File: src/rtl/pbus_sample_pkg.sv
package pbus_sample_pkg;

    typedef enum logic [2:0] {
        S_IDLE,
        S_ACQ_LO,
        S_ACQ_HI,
        S_CNV_LO,
        S_CNV_WT,
        S_RD_HI,
        S_RD_LO,
        S_RELQ
    } seq_state_e;

    function automatic int unsigned imax(input int unsigned a, input int unsigned b);
        return (a > b) ? a : b;
    endfunction

endpackage

File: src/rtl/psc_sync.sv
module psc_sync #(
    parameter int unsigned STAGES  = 2,
    parameter logic        RST_VAL = 1'b1
) (
    input  logic clk,
    input  logic rst_n,
    input  logic d_i,
    output logic q_o
);
    logic [STAGES-1:0] chain_q;

    always_ff @(posedge clk) begin
        if (!rst_n) chain_q <= {STAGES{RST_VAL}};
        else        chain_q <= {chain_q[STAGES-2:0], d_i};
    end

    assign q_o = chain_q[STAGES-1];
endmodule

File: src/rtl/psc_timer.sv
module psc_timer #(
    parameter int unsigned CW = 8
) (
    input  logic          clk,
    input  logic          rst_n,
    input  logic          clr_i,
    output logic [CW-1:0] cnt_o
);
    localparam logic [CW-1:0] TOP = {CW{1'b1}};

    always_ff @(posedge clk) begin
        if (!rst_n || clr_i)  cnt_o <= '0;
        else if (cnt_o != TOP) cnt_o <= cnt_o + 1'b1;
    end

    p_sat_hold_r6: assert property (@(posedge clk) disable iff (!rst_n)
        (!clr_i && cnt_o == TOP) |=> (cnt_o == TOP));
endmodule

File: src/rtl/psc_join.sv
module psc_join #(
    parameter int unsigned BYTE_W = 8,
    localparam int unsigned WORD_W = 2 * BYTE_W
) (
    input  logic              clk,
    input  logic              rst_n,
    input  logic              cap_hi_i,
    input  logic              cap_lo_i,
    input  logic [BYTE_W-1:0] byte_i,
    output logic [WORD_W-1:0] word_o,
    output logic              valid_o
);
    logic [BYTE_W-1:0] hi_q;

    always_ff @(posedge clk) begin
        if (!rst_n) begin
            hi_q    <= '0;
            word_o  <= '0;
            valid_o <= 1'b0;
        end else begin
            valid_o <= cap_lo_i;
            if (cap_hi_i) hi_q   <= byte_i;
            if (cap_lo_i) word_o <= {hi_q, byte_i};
        end
    end

    p_valid_single_r9: assert property (@(posedge clk) disable iff (!rst_n)
        valid_o |=> !valid_o);
endmodule

File: src/rtl/psc_fsm.sv
module psc_fsm
    import pbus_sample_pkg::*;
#(
    parameter int unsigned CS_LO_CYC = 8,
    parameter int unsigned CS_HI_CYC = 6,
    parameter int unsigned ACQ_CYC   = 200,
    parameter int unsigned WAKE_CYC  = 1200000,
    parameter int unsigned TOUT_CYC  = 500,
    parameter int unsigned DO_CYC    = 8,
    parameter int unsigned RELQ_CYC  = 8,
    parameter int unsigned CW        = 21
) (
    input  logic          clk,
    input  logic          rst_n,
    input  logic          start_i,
    input  logic          shdn_i,
    input  logic          eoc_s_i,
    input  logic [CW-1:0] cnt_i,
    output logic          clr_o,
    output logic          cap_hi_o,
    output logic          cap_lo_o,
    output logic          cs_n_o,
    output logic          rc_o,
    output logic          hben_o,
    output logic          busy_o,
    output logic          err_o
);
    localparam logic [CW-1:0] L_CSLO = CW'(CS_LO_CYC - 1);
    localparam logic [CW-1:0] L_CSHI = CW'(CS_HI_CYC - 1);
    localparam logic [CW-1:0] L_ACQ  = CW'(imax(ACQ_CYC, CS_HI_CYC) - 1);
    localparam logic [CW-1:0] L_WAKE = CW'(imax(WAKE_CYC, CS_HI_CYC) - 1);
    localparam logic [CW-1:0] L_TOUT = CW'(TOUT_CYC - 1);
    localparam logic [CW-1:0] L_DO   = CW'(DO_CYC - 1);
    localparam logic [CW-1:0] L_RELQ = CW'(imax(RELQ_CYC, CS_HI_CYC) - 1);

    seq_state_e state_q, state_d;
    logic       sd_q;
    logic       ref_off_q;
    logic       eoc_seen;
    logic       tout_hit;

    assign eoc_seen = !eoc_s_i && (cnt_i >= L_CSHI);
    assign tout_hit = cnt_i >= L_TOUT;

    always_comb begin
        state_d  = state_q;
        cap_hi_o = 1'b0;
        cap_lo_o = 1'b0;
        unique case (state_q)
            S_IDLE:   if (start_i) state_d = S_ACQ_LO;
            S_ACQ_LO: if (cnt_i >= L_CSLO) state_d = S_ACQ_HI;
            S_ACQ_HI: if (cnt_i >= (ref_off_q ? L_WAKE : L_ACQ)) state_d = S_CNV_LO;
            S_CNV_LO: if (cnt_i >= L_CSLO) state_d = S_CNV_WT;
            S_CNV_WT: if (eoc_seen || tout_hit) state_d = S_RD_HI;
            S_RD_HI: begin
                if (cnt_i >= L_DO) begin
                    state_d  = S_RD_LO;
                    cap_hi_o = 1'b1;
                end
            end
            S_RD_LO: begin
                if (cnt_i >= L_DO) begin
                    state_d  = S_RELQ;
                    cap_lo_o = 1'b1;
                end
            end
            S_RELQ:   if (cnt_i >= L_RELQ) state_d = S_IDLE;
            default:  state_d = S_IDLE;
        endcase
    end

    assign clr_o = (state_d != state_q);

    // state register and per-sample context
    always_ff @(posedge clk) begin
        if (!rst_n) begin
            state_q   <= S_IDLE;
            sd_q      <= 1'b0;
            ref_off_q <= 1'b1;
            err_o     <= 1'b0;
        end else begin
            state_q <= state_d;
            if (state_q == S_IDLE && start_i) begin
                sd_q  <= shdn_i;
                err_o <= 1'b0;
            end
            if (state_q == S_CNV_WT && !eoc_seen && tout_hit) err_o <= 1'b1;
            if (state_q == S_RELQ && state_d == S_IDLE) ref_off_q <= sd_q;
        end
    end

    // registered pin levels decoded from the next state
    always_ff @(posedge clk) begin
        if (!rst_n) begin
            cs_n_o <= 1'b1;
            rc_o   <= 1'b0;
            hben_o <= 1'b1;
            busy_o <= 1'b0;
        end else begin
            cs_n_o <= !(state_d inside {S_ACQ_LO, S_CNV_LO, S_RD_HI, S_RD_LO});
            hben_o <= (state_d != S_RD_LO);
            busy_o <= (state_d != S_IDLE);
            unique case (state_d)
                S_ACQ_HI, S_CNV_LO:         rc_o <= sd_q;
                S_CNV_WT, S_RD_HI, S_RD_LO: rc_o <= 1'b1;
                default:                    rc_o <= 1'b0;
            endcase
        end
    end

    p_rc_setup_r5: assert property (@(posedge clk) disable iff (!rst_n)
        $fell(cs_n_o) |-> $stable(rc_o));
    p_hben_in_read_r8: assert property (@(posedge clk) disable iff (!rst_n)
        !hben_o |-> !cs_n_o);
    p_busy_hold_r11: assert property (@(posedge clk) disable iff (!rst_n)
        (busy_o && state_q != S_RELQ) |=> busy_o);
    p_err_on_read_r7: assert property (@(posedge clk) disable iff (!rst_n)
        $rose(err_o) |-> (state_q == S_RD_HI));
endmodule

File: src/rtl/pbus_sample_ctrl.sv
module pbus_sample_ctrl
    import pbus_sample_pkg::*;
#(
    parameter int unsigned BYTE_W    = 8,
    parameter int unsigned CS_LO_CYC = 8,
    parameter int unsigned CS_HI_CYC = 6,
    parameter int unsigned ACQ_CYC   = 200,
    parameter int unsigned WAKE_CYC  = 1200000,
    parameter int unsigned TOUT_CYC  = 500,
    parameter int unsigned DO_CYC    = 8,
    parameter int unsigned RELQ_CYC  = 8,
    parameter int unsigned SYNC_STG  = 2
) (
    input  logic                clk,
    input  logic                rst_n,
    input  logic                start_i,
    input  logic                shdn_cfg_i,
    input  logic                eoc_n_i,
    input  logic [BYTE_W-1:0]   data_i,
    output logic                cs_n_o,
    output logic                rc_o,
    output logic                hben_o,
    output logic                busy_o,
    output logic [2*BYTE_W-1:0] result_o,
    output logic                valid_o,
    output logic                eoc_err_o
);
    localparam int unsigned MAXV = imax(imax(imax(CS_LO_CYC, CS_HI_CYC), imax(ACQ_CYC, WAKE_CYC)),
                                        imax(imax(TOUT_CYC, DO_CYC), RELQ_CYC));
    localparam int unsigned CW   = $clog2(MAXV + 1);

    logic          eoc_s;
    logic          clr;
    logic          cap_hi, cap_lo;
    logic [CW-1:0] cnt;

    psc_sync #(.STAGES(SYNC_STG), .RST_VAL(1'b1)) u_sync (
        .clk(clk), .rst_n(rst_n), .d_i(eoc_n_i), .q_o(eoc_s)
    );

    psc_timer #(.CW(CW)) u_timer (
        .clk(clk), .rst_n(rst_n), .clr_i(clr), .cnt_o(cnt)
    );

    psc_fsm #(
        .CS_LO_CYC(CS_LO_CYC), .CS_HI_CYC(CS_HI_CYC), .ACQ_CYC(ACQ_CYC),
        .WAKE_CYC(WAKE_CYC), .TOUT_CYC(TOUT_CYC), .DO_CYC(DO_CYC),
        .RELQ_CYC(RELQ_CYC), .CW(CW)
    ) u_fsm (
        .clk(clk), .rst_n(rst_n), .start_i(start_i), .shdn_i(shdn_cfg_i),
        .eoc_s_i(eoc_s), .cnt_i(cnt), .clr_o(clr), .cap_hi_o(cap_hi),
        .cap_lo_o(cap_lo), .cs_n_o(cs_n_o), .rc_o(rc_o), .hben_o(hben_o),
        .busy_o(busy_o), .err_o(eoc_err_o)
    );

    psc_join #(.BYTE_W(BYTE_W)) u_join (
        .clk(clk), .rst_n(rst_n), .cap_hi_i(cap_hi), .cap_lo_i(cap_lo),
        .byte_i(data_i), .word_o(result_o), .valid_o(valid_o)
    );

    p_valid_after_read_r9: assert property (@(posedge clk) disable iff (!rst_n)
        valid_o |-> (cs_n_o && $past(!cs_n_o)));
    p_idle_quiet_r1: assert property (@(posedge clk) disable iff (!rst_n)
        !busy_o |-> (cs_n_o && hben_o));
endmodule

File: config.mk
export PLATFORM = sky130hd
export DESIGN_NAME = pbus_sample_ctrl
export DESIGN_NICKNAME = d
export VERILOG_FILES = /design/src/rtl/pbus_sample_pkg.sv /design/src/rtl/psc_sync.sv /design/src/rtl/psc_timer.sv /design/src/rtl/psc_join.sv /design/src/rtl/psc_fsm.sv /design/src/rtl/pbus_sample_ctrl.sv
export SDC_FILE = /design/constraint.sdc
export NUM_CORES = 1
export LEC_CHECK = 0
export BUFFER_PORTS_ARGS = -buffer_cell sky130_fd_sc_hd__buf_2
export CORE_AREA = 2 2 83 85
export CTS_BUF_LIST = sky130_fd_sc_hd__clkbuf_2 sky130_fd_sc_hd__clkbuf_4 sky130_fd_sc_hd__clkbuf_8
export CTS_CLUSTER_SIZE = 28
export DETAILED_ROUTE_END_ITERATION = 6
export DIE_AREA = 0 0 85 87
export PLACE_DENSITY = 0.68
export SYNTH_ARGS = -nofsm -noshare
export SYNTH_HDL_FRONTEND = slang
export SYNTH_SLANG_ARGS = --single-unit
File: constraint.sdc
create_clock -name clk -period 2.25 [get_ports clk]
set_input_delay 0.3375 -clock clk [delete_from_list [all_inputs] [get_ports clk]]
set_output_delay 0.3375 -clock clk [all_outputs]
set_load 0.005 [all_outputs]
==> results of run 1 <==
[where the power goes]
group          switching (uW)  internal [uW]
Sequential               5.16           1040
Clock                     449            632
Combinational            62.5           55.3
[worst register-to-register path, delay by kind of cell, from the launching register on]
kind / cells / cell delay (ns)
AND/OR/NAND/NOR: 3 / 1.21
buffers and inverters: 2 / 0.28
flip-flops: 1 / 0.33
AO/OA/AOI/OAI: 2 / 0.44
[synthesized netlist by cell type, types with 3 or more instances]
cell type / instances / area share, %
and2_1: 4 / 0.88
o21a_1: 3 / 0.79
nor2_1: 32 / 4.2
nand3_1: 16 / 2.8
o31a_1: 4 / 1.2
a21oi_1: 5 / 0.88
o21ai_0: 3 / 0.53
xor2_1: 11 / 3.4
nor3_1: 4 / 0.70
nand2b_1: 3 / 0.66
and3_1: 6 / 1.3
clkbuf_1: 11 / 1.4
nand4_1: 6 / 1.3
buf_6: 3 / 1.2
ha_1: 13 / 5.7
dfxtp_1: 58 / 41
or3_1: 3 / 0.66
inv_1: 4 / 0.53
nand2_1: 12 / 1.6
or4_1: 4 / 1.1
xnor2_1: 8 / 2.5
mux2i_1: 26 / 9.1
nor2b_1: 28 / 6.2
[metrics by stage]
stage	hold slack, ns	setup slack [ns]
finish	0.197	-0.0787
global route	0.185	-0.168
CTS	0.185	-0.0777
detailed placement	0.403	-0.0500
global placement	0.392	-0.00712
floorplan	0.386	-0.0363
[area by class of cell]
type | count | area (um^2) | share of cell area, %
Inverter | 4 | 15.0 | 0.424
Clock buffer | 9 | 124 | 3.50
Clock inverter | 7 | 103 | 2.90
Sequential cell | 58 | 1160 | 32.8
Multi-Input combinational cell | 224 | 1610 | 45.5
Timing Repair Buffer | 66 | 427 | 12.0
Tap cell | 80 | 100 | 2.82
[sequential cells by signal, summed over array words and instances (netlist names)]
| name | cells |
|---|---|
| u_timer.cnt_o | 21 |
| u_join.word_o | 16 |
| u_join.hi_q | 8 |
| u_fsm.state_q | 3 |
| u_sync.chain_q | 2 |
| u_fsm.busy_o | 1 |
| u_fsm.cs_n_o | 1 |
| u_fsm.err_o | 1 |
| u_fsm.hben_o | 1 |
| u_fsm.rc_o | 1 |
| u_fsm.ref_off_q | 1 |
| u_fsm.sd_q | 1 |
| u_join.valid_o | 1 |
[metal layers]
layer	global-route usage (%)	share of wire, %	up-vias
met5	0	0	-
met4	5.63	0.82	0
met3	3.70	4.0	6
met2	28.1	48	58
met1	22.3	48	1101
li1	-	-	1190
[cell families after synthesis]
family	after synthesis	share of synthesized area [%]
mux	27	9.53
simple gates	128	24.4
flops	58	40.8
compound gates	37	10.4
fa+ha+maj	13	5.71
xor+xnor	19	5.84
buf+inv	19	3.29
[worst min-delay path by stage]
stage | start | to | cells past startpoint
2_1_floorplan | u_sync.chain_q[0]$_SDFF_PN1_ | u_sync.chain_q[1]$_SDFF_PN1_ | 1
3_3_place_gp | u_sync.chain_q[0]$_SDFF_PN1_ | u_sync.chain_q[1]$_SDFF_PN1_ | 1
3_5_place_dp | u_sync.chain_q[0]$_SDFF_PN1_ | u_sync.chain_q[1]$_SDFF_PN1_ | 1
4_1_cts | eoc_n_i | u_sync.chain_q[0]$_SDFF_PN1_ | 2
5_1_grt | eoc_n_i | u_sync.chain_q[0]$_SDFF_PN1_ | 2
6_report | eoc_n_i | u_sync.chain_q[0]$_SDFF_PN1_ | 2
[timing repair]
item | 4_1_cts | 5_1_grt
gates resized for setup | 1 | 6
hold buffers | 0 | 0
buffers inserted | 0 | 1
gates cloned | 0 | 0
endpoints found under the setup margin | 21 | 28
==> results.json, run 1 <==
{
  "max_cap_violations": 0,
  "die_h_um": 87,
  "regToRegStartpoint": "u_timer.cnt_o[15]$_SDFFE_PP0P_",
  "path_cells": "or4_4 -> or4_4 -> o211ai_1 -> nand4_2 -> buf_4 -> buf_6 -> o31ai_2",
  "fin_crit_sh_pct": 103,
  "synth_cell_type_count": 50,
  "final_area_um2": 3540,
  "fin_crit_ns": 2.33,
  "r2r-end": "u_fsm.cs_n_o$_SDFF_PN1_",
  "finalSetupViolCount": 23,
  "num-nets-final": 389,
  "cp_slowest_stage_delay_ns": 0.54,
  "start_kind": "flop",
  "clock_latency_ns": 0.33,
  "avgSynthCellArea_um2": 9.46,
  "initialDrtViolationCount": 78,
  "ctsHtreeMaxLevel": 3,
  "cp-endpoint": "u_fsm.cs_n_o$_SDFF_PN1_",
  "tightest_slew_ns": 0.378,
  "relSlewSlack_pct": 74.1,
  "fp-row-count": 30,
  "most-common-layout-cells": "dfxtp_1 (57), buf_2 (34), nor2_1 (32), buf_4 (30), nor2b_1 (28)",
  "clockBufferDepth": 2,
  "synthCells": 301,
  "die_w_um": 85,
  "path_depth": 7,
  "path_buf_inv": 2,
  "place_inst": 431,
  "synthFlopType": "dfxtp_1",
  "slowest_stage": "or4_4",
  "root_buffer": "clkbuf_8",
  "layout_commonest_cell": "dfxtp_1",
  "ant_nets": 0,
  "grtUsageTotal_pct": 17.0,
  "r2r_slack_ns": -0.08,
  "skew_ns": 0.00939,
  "grt_overflow": 0,
  "path_clk_slew_ns": 0.07,
  "ir_drop_v": 0.000504,
  "crit_family": "simple AND/OR/NAND/NOR gates",
  "ys_async_sr_fraction_pct": 0,
  "gp_congestion": 0.855,
  "drt-total-wl_um": 5950,
  "fillers": 574,
  "drcViolationCount": 0,
  "cts_tree": "done",
  "outcome": "finished, violations left",
  "synth_edf_count": 0,
  "powerDensity_nw_per_um2": 633,
  "antenna_found_initial": 0,
  "ys.warnings.count": 0,
  "grt_max_degree": 39,
  "wl_per_cell_um": 13.3,
  "reg2reg_depth": 7,
  "seq_area_frac_synth_pct": 40.8,
  "grt_pass1_vias": 2257,
  "endpoint_kind": "flop",
  "drive_gt1_share_pct": 26.6,
  "p_leak_uw": 0.00153,
  "max_freq_mhz": 429,
  "port_buffers": 34,
  "core-area_um2": 6570,
  "required_ns": 2.50,
  "tns_ns": -0.465,
  "syn_nets": 327,
  "n_antenna_cell": 0,
  "p_total_uw": 2240,
  "ys_ff_latch": 58,
  "critPathKind": "flop to flop",
  "critPathMaxFanout": 3,
  "critPathArrivalTime_ns": 2.58,
  "fin_cells": 448,
  "grt_setup_unrepaired": "true",
  "cts_buffers": 9,
  "slew_violations": 0,
  "violations": "negative setup slack",
  "synth.cell_area_um2": 2850,
  "post-route-util_pct": 53.9,
  "fp.dieArea_um2": 7400,
  "cts.sinks": 58,
  "dp_hpwl_um": 4290,
  "critPathLaunch": "u_timer.cnt_o[15]$_SDFFE_PP0P_",
  "start_util_pct": 43.4,
  "finalWorstSetupSlack_ns": -0.0787,
  "finalHoldViolCount": 0,
  "place_area_um2": 3280,
  "hold_class": "input port to flop",
  "io_pins": 35,
  "crit_top_cell": "or4_4",
  "first_pass_iters": 4,
  "vias": 2355,
  "grt_pass1_wl_um": 10300,
  "via_per_inst": 5.26,
  "area_growth_pct": 24.4
}
Power figures use the tool's default switching activity.
==> run 2: changes to the inputs <==
--- a/config.mk
+++ b/config.mk
@@ -11,7 +11,7 @@
 export CTS_CLUSTER_SIZE = 28
 export DETAILED_ROUTE_END_ITERATION = 6
 export DIE_AREA = 0 0 85 87
-export PLACE_DENSITY = 0.68
+export PLACE_DENSITY = 0.65
 export SYNTH_ARGS = -nofsm -noshare
 export SYNTH_HDL_FRONTEND = slang
 export SYNTH_SLANG_ARGS = --single-unit
==> constraint.sdc (replaced) <==
create_clock -name clk -period 2.91 [get_ports clk]
set_input_delay 0.4365 -clock clk [delete_from_list [all_inputs] [get_ports clk]]
set_output_delay 0.4365 -clock clk [all_outputs]
set_load 0.005 [all_outputs]
==> run 2 against run 1 <==
The run now ends clean. Register-to-register slack better by 0.55 ns. Cell area is 8.5% lower. Utilization down 4.6 points. Combinational power decreased by 41%. Final cell count shrank 6.5%. Critical path type unchanged. Non-clock buffer count shrank 29.
==> results.json, run 2 (synthesized netlist as in run 1, its figures left out) <==
{
  "outcome": "completed",
  "die_h_um": 87,
  "p_leak_uw": 0.00136,
  "grt_pass1_wl_um": 9580,
  "hold_class": "input port to flop",
  "whs_ns": 0.280,
  "net-switching-power_uw": 383,
  "drt-total-wl_um": 5740,
  "grtUsageTotal_pct": 16.3,
  "fillers": 585,
  "tightest_slew_ns": 0.468,
  "port_buffers": 34,
  "max_cap_violations": 0,
  "final_area_um2": 3240,
  "top_register": "u_timer.cnt_o",
  "num-nets-final": 360,
  "largest_reg_flops": 21,
  "via_per_inst": 5.22,
  "powerDensity_nw_per_um2": 478,
  "finalSetupViolCount": 0,
  "io_pins": 35,
  "clockBufferDepth": 2,
  "first_pass_iters": 4,
  "clock_latency_ns": 0.34,
  "vias": 2188,
  "gp_congestion": 0.865,
  "slew_violations": 0,
  "area_growth_pct": 13.8,
  "most-common-layout-cells": "dfxtp_1 (58), buf_2 (34), nor2_1 (32), nor2b_1 (28), mux2i_1 (26)",
  "fin_crit_sh_pct": 83.7,
  "critPathKind": "flop to flop",
  "dp_hpwl_um": 4010,
  "combinationalPowerShare_pct": 4.5,
  "p_total_uw": 1550,
  "ctsHtreeMaxLevel": 3,
  "fp-row-count": 30,
  "finalHoldViolCount": 0,
  "endpoint_kind": "flop",
  "ir_drop_v": 0.000299,
  "place_area_um2": 3060,
  "max_freq_mhz": 411,
  "p_int_uw": 1170,
  "critPathMaxFanout": 21,
  "path_clk_slew_ns": 0.07,
  "start_util_pct": 43.4,
  "relSlewSlack_pct": 68.4,
  "skew_ns": 0.00932,
  "core-area_um2": 6570,
  "grt_setup_unrepaired": "false",
  "cts_resized": 0,
  "critPathArrivalTime_ns": 2.70,
  "wl_per_cell_um": 13.7,
  "drcViolationCount": 0,
  "die_w_um": 85,
  "holdBufCountCts": 0,
  "required_ns": 3.18,
  "n_antenna_cell": 0,
  "cts_tree": "done",
  "cts_buffers": 9,
  "pwr-share-seq_pct": 52.6,
  "grt_max_degree": 39,
  "reg_top3": "u_timer.cnt_o: 21 flops, u_join.word_o: 16 flops, u_join.hi_q: 8 flops",
  "ant_nets": 0,
  "start_kind": "flop",
  "pwr-share-clk_pct": 42.9,
  "root_buffer": "clkbuf_8",
  "initialDrtViolationCount": 116,
  "grt_pass1_vias": 2066,
  "cts.sinks": 58,
  "fin_crit_ns": 2.43,
  "grt_overflow": 0,
  "layout_commonest_cell": "dfxtp_1",
  "antenna_found_initial": 0,
  "tns_ns": 0,
  "fp.dieArea_um2": 7400,
  "post_cts_buffers": 0,
  "drive_gt1_share_pct": 18.9,
  "switching_share_pct": 24.7
}
-- run 2: cell count changes in the layout (fill, tap and decap cells not counted), sizes merged --
cell      before  now
clkbuf         9   10
clkinv         3    4
inv            5    4
bufinv         2    0
buf           66   37
clkinvlp       1    2
-- run 2: worst paths after layout --
| check | startpoint | to | slack (ns) | cells past startpoint |
|---|---|---|---|---|
| worst min-delay path | eoc_n_i | u_sync.chain_q[0]$_SDFF_PN1_ | 0.28 | 2 |
| worst min register to register | u_sync.chain_q[0]$_SDFF_PN1_ | u_sync.chain_q[1]$_SDFF_PN1_ | 0.42 | 1 |
| worst max-delay path | u_timer.cnt_o[11]$_SDFFE_PP0P_ | u_timer.cnt_o[1]$_SDFFE_PP0P_ | 0.48 | 6 |
| worst max register to register | u_timer.cnt_o[11]$_SDFFE_PP0P_ | u_timer.cnt_o[1]$_SDFFE_PP0P_ | 0.48 | 6 |
-- run 2: power by group through the flow --
stage | registers (uW) | logic, uW | clock network [uW]
after CTS | 814 | 71.0 | 683
final | 814 | 69.9 | 665
after global placement | 832 | 70.5 | 0
after detailed placement | 832 | 70.7 | 0
after global routing | 816 | 78.2 | 704
after floorplan | 827 | 57.8 | 0
-- run 2: critical path, stage by stage (launching register included) --
cell	delay, ns
dfxtp_1	0.36
or4_1	0.59
or4_1	0.49
o211ai_1	0.26
nand4_2	0.17
o2bb2a_4	0.34
a211oi_2	0.15
-- run 2: per-stage QoR --
stage | util, % | setup slack, ns | std cells
2_1_floorplan | - | 0.608 | 301
3_3_place_gp | 46.6 | 0.534 | 403
3_5_place_dp | 46.6 | 0.478 | 403
4_1_cts | 49.4 | 0.458 | 419
5_1_grt | 49.4 | 0.317 | 419
6_report | 49.4 | 0.475 | 419
-- run 2: per-layer routing --
metal / part of all wire [%] / global-route usage [%] / wire length (um) / up-vias
li1: - / - / - / 1126
met1: 49 / 21.1 / 2810 / 1008
met2: 45 / 25.4 / 2580 / 43
met3: 3.8 / 5.02 / 220 / 11
met4: 2.0 / 6.78 / 117 / 0
met5: 0 / 0 / 0 / -
-- run 2: final cells by class --
class / count / area [um^2] / share of cell area [%]
Multi-Input combinational cell: 224 / 1590 / 49.1
Clock buffer: 10 / 138 / 4.25
Sequential cell: 58 / 1160 / 35.8
Timing Repair Buffer: 37 / 193 / 5.94
Tap cell: 80 / 100 / 3.09
Inverter: 4 / 15.0 / 0.463
Clock inverter: 6 / 42.5 / 1.31
